===== src/rtl/media_dec_pkg.sv =====
package media_dec_pkg;

    localparam int INSN_W   = 32;
    localparam int IDX_W    = 5;
    localparam int FUNC_W   = 6;
    localparam int MAJOR_W  = 6;
    localparam int BODY_W   = INSN_W - MAJOR_W;
    localparam int D_LSB    = FUNC_W;
    localparam int S_LSB    = D_LSB + IDX_W;
    localparam int T_LSB    = S_LSB + IDX_W;
    localparam int FSEL_LSB = T_LSB + IDX_W;
    localparam int OP_W     = 5;
    localparam int SHUF_W   = 3;
    localparam int SLICE_W  = 2;
    localparam int EXC_W    = 2;

    localparam logic [MAJOR_W-1:0] MEDIA_MAJOR = 6'b011110;

    localparam logic [FUNC_W-1:0] FN_ADD   = 6'b001011;
    localparam logic [FUNC_W-1:0] FN_SUB   = 6'b001010;
    localparam logic [FUNC_W-1:0] FN_AND   = 6'b001100;
    localparam logic [FUNC_W-1:0] FN_OR    = 6'b001110;
    localparam logic [FUNC_W-1:0] FN_NOR   = 6'b001111;
    localparam logic [FUNC_W-1:0] FN_XOR   = 6'b001101;
    localparam logic [FUNC_W-1:0] FN_MAX   = 6'b000111;
    localparam logic [FUNC_W-1:0] FN_MIN   = 6'b000110;
    localparam logic [FUNC_W-1:0] FN_MUL   = 6'b110000;
    localparam logic [FUNC_W-1:0] FN_PICKF = 6'b000010;
    localparam logic [FUNC_W-1:0] FN_PICKT = 6'b000011;
    localparam logic [FUNC_W-1:0] FN_SLL   = 6'b010000;
    localparam logic [FUNC_W-1:0] FN_SRL   = 6'b010010;
    localparam logic [FUNC_W-1:0] FN_SRA   = 6'b010011;
    localparam logic [FUNC_W-1:0] FN_CEQ   = 6'b000001;
    localparam logic [FUNC_W-1:0] FN_CLT   = 6'b000100;
    localparam logic [FUNC_W-1:0] FN_CLE   = 6'b000101;
    localparam logic [FUNC_W-1:0] FN_AADD  = 6'b110111;
    localparam logic [FUNC_W-1:0] FN_ASUB  = 6'b110110;
    localparam logic [FUNC_W-1:0] FN_AMUL  = 6'b110011;
    localparam logic [FUNC_W-1:0] FN_AMSUB = 6'b110010;
    localparam logic [FUNC_W-1:0] FN_ARD   = 6'b111111;
    localparam logic [FUNC_W-1:0] FN_MSGN  = 6'b000000;
    localparam logic [FUNC_W-1:0] FN_RZS   = 6'b100100;
    localparam logic [FUNC_W-1:0] FN_RNAS  = 6'b100101;
    localparam logic [FUNC_W-1:0] FN_RNES  = 6'b100110;
    localparam logic [FUNC_W-1:0] FN_SHFL  = 6'b011111;

    typedef enum logic [OP_W-1:0] {
        OP_NONE  = 5'd0,  OP_ADD   = 5'd1,  OP_SUB   = 5'd2,  OP_AND   = 5'd3,
        OP_OR    = 5'd4,  OP_NOR   = 5'd5,  OP_XOR   = 5'd6,  OP_MAX   = 5'd7,
        OP_MIN   = 5'd8,  OP_MUL   = 5'd9,  OP_PICKF = 5'd10, OP_PICKT = 5'd11,
        OP_SLL   = 5'd12, OP_SRL   = 5'd13, OP_SRA   = 5'd14, OP_CEQ   = 5'd15,
        OP_CLT   = 5'd16, OP_CLE   = 5'd17, OP_AADD  = 5'd18, OP_ASUB  = 5'd19,
        OP_AMUL  = 5'd20, OP_AMSUB = 5'd21, OP_ARD   = 5'd22, OP_MSGN  = 5'd23,
        OP_RZS   = 5'd24, OP_RNAS  = 5'd25, OP_RNES  = 5'd26, OP_SHFL  = 5'd27
    } op_e;

    typedef enum logic [SHUF_W-1:0] {
        SH_NONE = 3'd0, SH_UPSL = 3'd1, SH_PACH = 3'd2, SH_MIXH = 3'd3,
        SH_MIXL = 3'd4, SH_BFLA = 3'd5, SH_REPA = 3'd6, SH_REPB = 3'd7
    } shuf_e;

    typedef enum logic [SLICE_W-1:0] {
        SL_LOW = 2'd0, SL_MID = 2'd1, SL_HIGH = 2'd2
    } slice_e;

    typedef enum logic [EXC_W-1:0] {
        EXC_NONE = 2'd0, EXC_COP = 2'd1, EXC_MEDIA_OFF = 2'd2, EXC_RSVD = 2'd3
    } exc_e;

    typedef enum logic [2:0] {
        CAT_NONE, CAT_SEL, CAT_HALF, CAT_CMP, CAT_ACC, CAT_ARD, CAT_SHFL
    } cat_e;

    typedef struct packed {
        logic             vld;
        op_e              op;
        logic             half;
        logic [IDX_W-1:0] s;
        logic [IDX_W-1:0] t;
        logic [IDX_W-1:0] d;
        logic             load;
        slice_e           slice;
        shuf_e            shuf;
        exc_e             exc;
    } dec_s;

endpackage


===== src/rtl/media_fmt_sel.sv =====
module media_fmt_sel (
    input  logic [1:0] sel_lo,
    output logic       is_half,
    output logic       is_rsvd
);
    always_comb begin
        is_half = (sel_lo == 2'b01);
        is_rsvd = (sel_lo == 2'b11);
    end
endmodule


===== src/rtl/media_shfl_dec.sv =====
module media_shfl_dec
    import media_dec_pkg::*;
(
    input  logic [IDX_W-1:0] sel,
    output shuf_e            code,
    output logic             half,
    output logic             bad
);
    always_comb begin
        code = SH_NONE;
        half = 1'b0;
        bad  = 1'b0;
        if (!sel[4] && !sel[0]) begin
            case (sel[3:1])
                3'd3:    code = SH_UPSL;
                3'd4:    code = SH_PACH;
                3'd6:    code = SH_MIXH;
                3'd7:    code = SH_MIXL;
                default: bad  = 1'b1;
            endcase
        end else if (sel[1:0] == 2'b01) begin
            half = 1'b1;
            case (sel[4:2])
                3'd0:    code = SH_MIXH;
                3'd1:    code = SH_MIXL;
                3'd2:    code = SH_PACH;
                3'd4:    code = SH_BFLA;
                3'd6:    code = SH_REPA;
                3'd7:    code = SH_REPB;
                default: bad  = 1'b1;
            endcase
        end else begin
            bad = 1'b1;
        end
    end
endmodule


===== src/rtl/media_op_dec.sv =====
module media_op_dec
    import media_dec_pkg::*;
(
    input  logic [BODY_W-1:0] body,
    output op_e               op,
    output logic              half,
    output logic              load,
    output slice_e            slice,
    output shuf_e             shuf,
    output logic              bad
);
    logic [IDX_W-1:0]  fsel;
    logic [FUNC_W-1:0] func;
    logic              f_half, f_rsvd;
    shuf_e             sh_code;
    logic              sh_half, sh_bad;
    cat_e              cat;
    op_e               op_raw;

    assign fsel = body[FSEL_LSB +: IDX_W];
    assign func = body[FUNC_W-1:0];

    media_fmt_sel u_fmt (
        .sel_lo  (fsel[1:0]),
        .is_half (f_half),
        .is_rsvd (f_rsvd)
    );

    media_shfl_dec u_shfl (
        .sel  (fsel),
        .code (sh_code),
        .half (sh_half),
        .bad  (sh_bad)
    );

    // function code -> operation and encoding class
    always_comb begin
        cat    = CAT_NONE;
        op_raw = OP_NONE;
        case (func)
            FN_ADD:   begin op_raw = OP_ADD;   cat = CAT_SEL;  end
            FN_SUB:   begin op_raw = OP_SUB;   cat = CAT_SEL;  end
            FN_AND:   begin op_raw = OP_AND;   cat = CAT_SEL;  end
            FN_OR:    begin op_raw = OP_OR;    cat = CAT_SEL;  end
            FN_NOR:   begin op_raw = OP_NOR;   cat = CAT_SEL;  end
            FN_XOR:   begin op_raw = OP_XOR;   cat = CAT_SEL;  end
            FN_MAX:   begin op_raw = OP_MAX;   cat = CAT_SEL;  end
            FN_MIN:   begin op_raw = OP_MIN;   cat = CAT_SEL;  end
            FN_MUL:   begin op_raw = OP_MUL;   cat = CAT_SEL;  end
            FN_PICKF: begin op_raw = OP_PICKF; cat = CAT_SEL;  end
            FN_PICKT: begin op_raw = OP_PICKT; cat = CAT_SEL;  end
            FN_SLL:   begin op_raw = OP_SLL;   cat = CAT_SEL;  end
            FN_SRL:   begin op_raw = OP_SRL;   cat = CAT_SEL;  end
            FN_SRA:   begin op_raw = OP_SRA;   cat = CAT_HALF; end
            FN_MSGN:  begin op_raw = OP_MSGN;  cat = CAT_HALF; end
            FN_RZS:   begin op_raw = OP_RZS;   cat = CAT_HALF; end
            FN_RNAS:  begin op_raw = OP_RNAS;  cat = CAT_HALF; end
            FN_RNES:  begin op_raw = OP_RNES;  cat = CAT_HALF; end
            FN_CEQ:   begin op_raw = OP_CEQ;   cat = CAT_CMP;  end
            FN_CLT:   begin op_raw = OP_CLT;   cat = CAT_CMP;  end
            FN_CLE:   begin op_raw = OP_CLE;   cat = CAT_CMP;  end
            FN_AADD:  begin op_raw = OP_AADD;  cat = CAT_ACC;  end
            FN_ASUB:  begin op_raw = OP_ASUB;  cat = CAT_ACC;  end
            FN_AMUL:  begin op_raw = OP_AMUL;  cat = CAT_ACC;  end
            FN_AMSUB: begin op_raw = OP_AMSUB; cat = CAT_ACC;  end
            FN_ARD:   begin op_raw = OP_ARD;   cat = CAT_ARD;  end
            FN_SHFL:  begin op_raw = OP_SHFL;  cat = CAT_SHFL; end
            default:  begin op_raw = OP_NONE;  cat = CAT_NONE; end
        endcase
    end

    // class-specific field checks and qualifiers
    always_comb begin
        op    = op_raw;
        half  = f_half;
        load  = 1'b0;
        slice = SL_LOW;
        shuf  = SH_NONE;
        bad   = 1'b0;
        case (cat)
            CAT_SEL:  bad = f_rsvd;
            CAT_HALF: begin
                half = 1'b1;
                bad  = !f_half;
            end
            CAT_CMP:  bad = f_rsvd || (body[D_LSB +: IDX_W] != '0);
            CAT_ACC:  begin
                load = body[D_LSB + IDX_W - 1];
                bad  = f_rsvd || (body[D_LSB +: IDX_W-1] != '0);
            end
            CAT_ARD:  begin
                half = fsel[0];
                bad  = (body[S_LSB +: 2*IDX_W] != '0);
                case (fsel[IDX_W-1:1])
                    4'b1000: slice = SL_HIGH;
                    4'b0100: slice = SL_MID;
                    4'b0000: slice = SL_LOW;
                    default: bad   = 1'b1;
                endcase
            end
            CAT_SHFL: begin
                half = sh_half;
                shuf = sh_code;
                bad  = sh_bad;
            end
            default:  bad = 1'b1;
        endcase
    end
endmodule


===== src/rtl/media_insn_decoder.sv =====
module media_insn_decoder
    import media_dec_pkg::*;
(
    input  logic              clk,
    input  logic              rst,
    input  logic              in_valid,
    input  logic [INSN_W-1:0] insn,
    input  logic              cop_usable,
    input  logic              st_mx,
    input  logic              st_fr,
    output logic              out_valid,
    output logic [OP_W-1:0]   op_code,
    output logic              half_fmt,
    output logic [IDX_W-1:0]  src_s,
    output logic [IDX_W-1:0]  src_t,
    output logic [IDX_W-1:0]  dst,
    output logic              acc_load,
    output logic [SLICE_W-1:0] acc_slice,
    output logic [SHUF_W-1:0] shuf_sel,
    output logic [EXC_W-1:0]  exc_code
);
    dec_s   state_d, state_q;
    op_e    dec_op;
    logic   dec_half, dec_load, dec_bad;
    slice_e dec_slice;
    shuf_e  dec_shuf;

    media_op_dec u_op (
        .body  (insn[BODY_W-1:0]),
        .op    (dec_op),
        .half  (dec_half),
        .load  (dec_load),
        .slice (dec_slice),
        .shuf  (dec_shuf),
        .bad   (dec_bad)
    );

    always_comb begin
        state_d     = state_q;
        state_d.vld = 1'b0;
        if (in_valid) begin
            state_d.vld   = 1'b1;
            state_d.s     = insn[S_LSB +: IDX_W];
            state_d.t     = insn[T_LSB +: IDX_W];
            state_d.d     = insn[D_LSB +: IDX_W];
            state_d.op    = OP_NONE;
            state_d.half  = 1'b0;
            state_d.load  = 1'b0;
            state_d.slice = SL_LOW;
            state_d.shuf  = SH_NONE;
            state_d.exc   = EXC_NONE;
            if (insn[INSN_W-1 -: MAJOR_W] == MEDIA_MAJOR) begin
                if (!cop_usable) begin
                    state_d.exc = EXC_COP;
                end else if (!(st_mx && st_fr)) begin
                    state_d.exc = EXC_MEDIA_OFF;
                end else if (dec_bad) begin
                    state_d.exc = EXC_RSVD;
                end else begin
                    state_d.op    = dec_op;
                    state_d.half  = dec_half;
                    state_d.load  = dec_load;
                    state_d.slice = dec_slice;
                    state_d.shuf  = dec_shuf;
                end
            end
        end
    end

    always_ff @(posedge clk) begin
        if (rst) begin
            state_q <= '0;
        end else begin
            state_q <= state_d;
        end
    end

    assign out_valid = state_q.vld;
    assign op_code   = state_q.op;
    assign half_fmt  = state_q.half;
    assign src_s     = state_q.s;
    assign src_t     = state_q.t;
    assign dst       = state_q.d;
    assign acc_load  = state_q.load;
    assign acc_slice = state_q.slice;
    assign shuf_sel  = state_q.shuf;
    assign exc_code  = state_q.exc;
endmodule


===== config.mk =====
export PLATFORM = sky130hd
export DESIGN_NAME = media_insn_decoder
export DESIGN_NICKNAME = d
export VERILOG_FILES = /design/src/rtl/media_dec_pkg.sv /design/src/rtl/media_fmt_sel.sv /design/src/rtl/media_shfl_dec.sv /design/src/rtl/media_op_dec.sv /design/src/rtl/media_insn_decoder.sv
export SDC_FILE = /design/constraint.sdc
export NUM_CORES = 1
export LEC_CHECK = 0
export ABC_AREA = 1
export BUFFER_PORTS_ARGS = -buffer_cell sky130_fd_sc_hd__buf_2
export CORE_ASPECT_RATIO = 0.8
export CORE_MARGIN = 2
export CORE_UTILIZATION = 51
export CTS_CLUSTER_DIAMETER = 60
export DETAILED_ROUTE_END_ITERATION = 6
export HOLD_SLACK_MARGIN = 0.05
export PLACE_DENSITY = 0.88
export SETUP_SLACK_MARGIN = 0.1
export SLEW_MARGIN = 30
export SYNTH_ARGS = -nofsm -noshare
export SYNTH_HDL_FRONTEND = slang
export SYNTH_SLANG_ARGS = --single-unit

===== constraint.sdc =====
create_clock -name clk -period 3.5 [get_ports clk]
set_input_delay 0 -clock clk [delete_from_list [all_inputs] [get_ports clk]]
set_output_delay 0 -clock clk [all_outputs]
set_load 0.02 [all_outputs]

==> impl_metrics.env <==
export IMPL_status="complete, no violations"
export IMPL_worst_slew_pin_slew_ps=652
export IMPL_critPathKind="in2reg"
export IMPL_power_mw=0.897
export IMPL_crit_top_cell="nand3_1"
export IMPL_finalCritPeriodShare=0.468
export IMPL_crit_buf_inv=3
export IMPL_holdCritPathClass="in2reg"
export IMPL_multi_input_area_um2=1170
export IMPL_drt_iter0_markers=192
export IMPL_ir_worst_vdd_v=0.000416
export IMPL_path_depth=13
export IMPL_gr_total_overflow=0
export IMPL_cts_clk_slew_worst_paths_ps=60
export IMPL_startpoint_type="input pin"
export IMPL_cts_sinks=30
export IMPL_grt_pass1_wl_um=8900
export IMPL_fillers=307
export IMPL_crit_fanout=9
export IMPL_worstSetupEndpointType="flip-flop"
export IMPL_yosys_warnings=0
export IMPL_routabilityCongestion=0.995
export IMPL_cp_required_ps=3710
export IMPL_grt_setup_unrepaired="no"
export IMPL_core_um2=3750
export IMPL_fp_dieW_um=73.3
export IMPL_syn2layout_area_growth_pct=30.4
export IMPL_critPathTopFamily="simple AND/OR/NAND/NOR gates"
export IMPL_slew_viol_final=0
export IMPL_async_reset_ff_frac=0
export IMPL_skew_ps=0
export IMPL_synth_cell_types=32
export IMPL_vias=2328
export IMPL_cp_arrival_ps=1850
export IMPL_critical_path_cell_chain="dlygate4sd3_1, buf_2, nor2_1, nand3_1, nor2_1, nand3_1, nand3_1, nand2_1, inv_2, nand3_4, nor2_8, nand3_1, a21oi_1"
export IMPL_drc=0
export IMPL_synth_edf_count=0
export IMPL_grt_total_usage=0.261
export IMPL_place_ws_ps=1630
export IMPL_rrSetupSlack_ps=2730
export IMPL_antenna_left=0
export IMPL_via_per_inst=5.39
export IMPL_ys_seq_area_frac=0.306
export IMPL_max_freq_ghz=0.611
export IMPL_cts_max_level=2
export IMPL_power_density_nw_per_um2=351
export IMPL_diodes=0
export IMPL_cts_root_buf="clkbuf_8"
export IMPL_dieArea_um2=4360
export IMPL_synthesis_area_um2=1960
export IMPL_final_layout_size_suffix_gt1_frac=0.235
export IMPL_synth_seq_cells=30
export IMPL_relSlewSlack=0.565
export IMPL_grt_antenna_before_repair=0
export IMPL_hp_start="insn[31]"
export IMPL_rr_startpoint="src_s[3]"
export IMPL_min_period_ps=1640
export IMPL_avgSynthCellArea_um2=6.32
export IMPL_slowest_stage="dlygate4sd3_1"
export IMPL_hold_path_depth=4
export IMPL_cts_buffers=5
export IMPL_layout_nets=431
export IMPL_r2r_end="src_s[3]"
export IMPL_rows=20
export IMPL_port_buffers=67
export IMPL_drtPass1Iterations=7
export IMPL_postSynthNetCount=354
export IMPL_leakage_nw=1.28
export IMPL_seq_area_um2=601
export IMPL_cts_tree="built"
export IMPL_r2r_cells=2
export IMPL_final_hold_violation_count=0
export IMPL_initial_utilization=0.522
export IMPL_dp_hpwl_um=3830
export IMPL_wl_per_cell_um=13.1
export IMPL_grt_pass1_vias=2011
export IMPL_io_pins=68
export IMPL_cap_violations=0
export IMPL_synth_main_ff_cell="dfxtp_1"
export IMPL_wl_um=5660
export IMPL_fin_tns_setup_ps=0
export IMPL_setup_ws_ps=1860
export IMPL_die_y_um=59.5
export IMPL_max_stage_delay_ps=550
export IMPL_grt_max_degree=28
export IMPL_clk_insertion_delay_late_ps=280
export IMPL_setup_violations=0
export IMPL_ctsLongestPathBuffers=2
export IMPL_min_to="shuf_sel[2]"
export IMPL_syn_inst=310
[Yosys cell counts (all sizes together), types with 3 or more instances]
cell / instances / area [um^2]
inv: 35 / 131
nand4: 4 / 25.0
o21ai: 29 / 145
o211ai: 3 / 22.5
nand2: 68 / 263
clkbuf: 9 / 33.8
nor3: 6 / 35.0
ha: 6 / 75.1
nor2: 44 / 184
a21oi: 29 / 149
buf: 4 / 28.8
dfxtp: 30 / 601
nand3: 32 / 178
[per-layer routing]
layer  up-vias  share of wire  GRT usage
li1       1176              -          -
met1      1029           0.45      0.348
met2       107           0.45      0.413
met3        16          0.079     0.0748
met4         0          0.025     0.0779
met5         -              0          0
[worst min-delay path, cell delays in order]
cell     delay (ps)
buf_2            70
nor3b_1          70
nand3_1          90
a21oi_1          60
[final cells by class]
| cell class | count | area share |
|---|---|---|
| inverter | 35 | 0.0514 |
| clock inverter | 3 | 0.0157 |
| multi-input combinational | 232 | 0.456 |
| timing repair buffer | 83 | 0.194 |
| tap | 44 | 0.0215 |
| sequential | 30 | 0.235 |
| clock buffer | 5 | 0.0269 |
[cells by family (layout without fill, tap and decap cells)]
group | after synthesis | after routing | share of synthesized area
simple gates | 155 | 155 | 0.353
compound gates | 70 | 70 | 0.199
buf+inv | 48 | 126 | 0.0989
flops | 30 | 30 | 0.306
fa+ha+maj | 6 | 6 | 0.0383
xor+xnor | 1 | 1 | 0.00447
[worst max path at each step]
stage | from | endpoint | slack [ps]
4_1_cts | insn[1] | op_code[1] | 1900
2_1_floorplan | insn[1] | op_code[0] | 2080
3_5_place_dp | insn[1] | op_code[1] | 1630
6_report | insn[17] | op_code[1] | 1860
5_1_grt | insn[1] | op_code[1] | 1670
3_3_place_gp | insn[1] | op_code[1] | 1670
[report_power, final]
part	internal (mW)	switching, mW	leakage (nW)
Clock	0.209	0.129	0.0579
Sequential	0.354	0.00531	0.246
Combinational	0.0723	0.127	0.977
Total	0.636	0.261	1.28
[repair_timing]
action / in CTS / in global routing
setup buffers: 0 / 0
endpoints found under the hold margin: 16 / 0
gates resized for setup: 0 / 0
hold buffers: 16 / 0
[placed cells by master (no fill, tap or decap)]
| cell type | count |
|---|---|
| inv_2 | 7 |
| a31oi_1 | 1 |
| nand3_1 | 30 |
| o21ai_0 | 28 |
| nand2_2 | 3 |
| a21oi_2 | 1 |
| o32ai_1 | 1 |
| nor3_2 | 1 |
| buf_2 | 67 |
| a21oi_1 | 28 |
| ha_1 | 6 |
| dlygate4sd3_1 | 16 |
| o22a_1 | 1 |
| nand3_2 | 1 |
| o21ai_1 | 1 |
| o211ai_1 | 3 |
| nor3b_1 | 1 |
| nand4_1 | 4 |
| nor3_1 | 5 |
| nor2_2 | 1 |
| dfxtp_1 | 30 |
| inv_1 | 28 |
| clkinv_2 | 2 |
| nand2_1 | 65 |
| o221ai_1 | 2 |
| a2111oi_0 | 2 |
| xnor2_1 | 1 |
| nor2_8 | 1 |
| nor2_1 | 42 |
| bufinv_16 | 1 |
| clkbuf_8 | 5 |
| nand3_4 | 1 |
| o31ai_1 | 2 |
[state kept, by name (all words and copies together), names as in the netlist]
register and cells:
acc_load 1, shuf_sel 3, dst 5, op_code 5
src_s 5, acc_slice 2, half_fmt 1, out_valid 1
src_t 5, exc_code 2
[stage by stage]
stage	hold slack, ps	cells	util	instance area, um^2
finish	58.6	432	0.681	2560
floorplan	135	310	-	1960
CTS	58.0	432	0.681	2560
global placement	239	408	0.610	2290
global route	79.0	432	0.681	2560
detailed placement	249	408	0.610	2290
(Power assumes the default switching activity.)
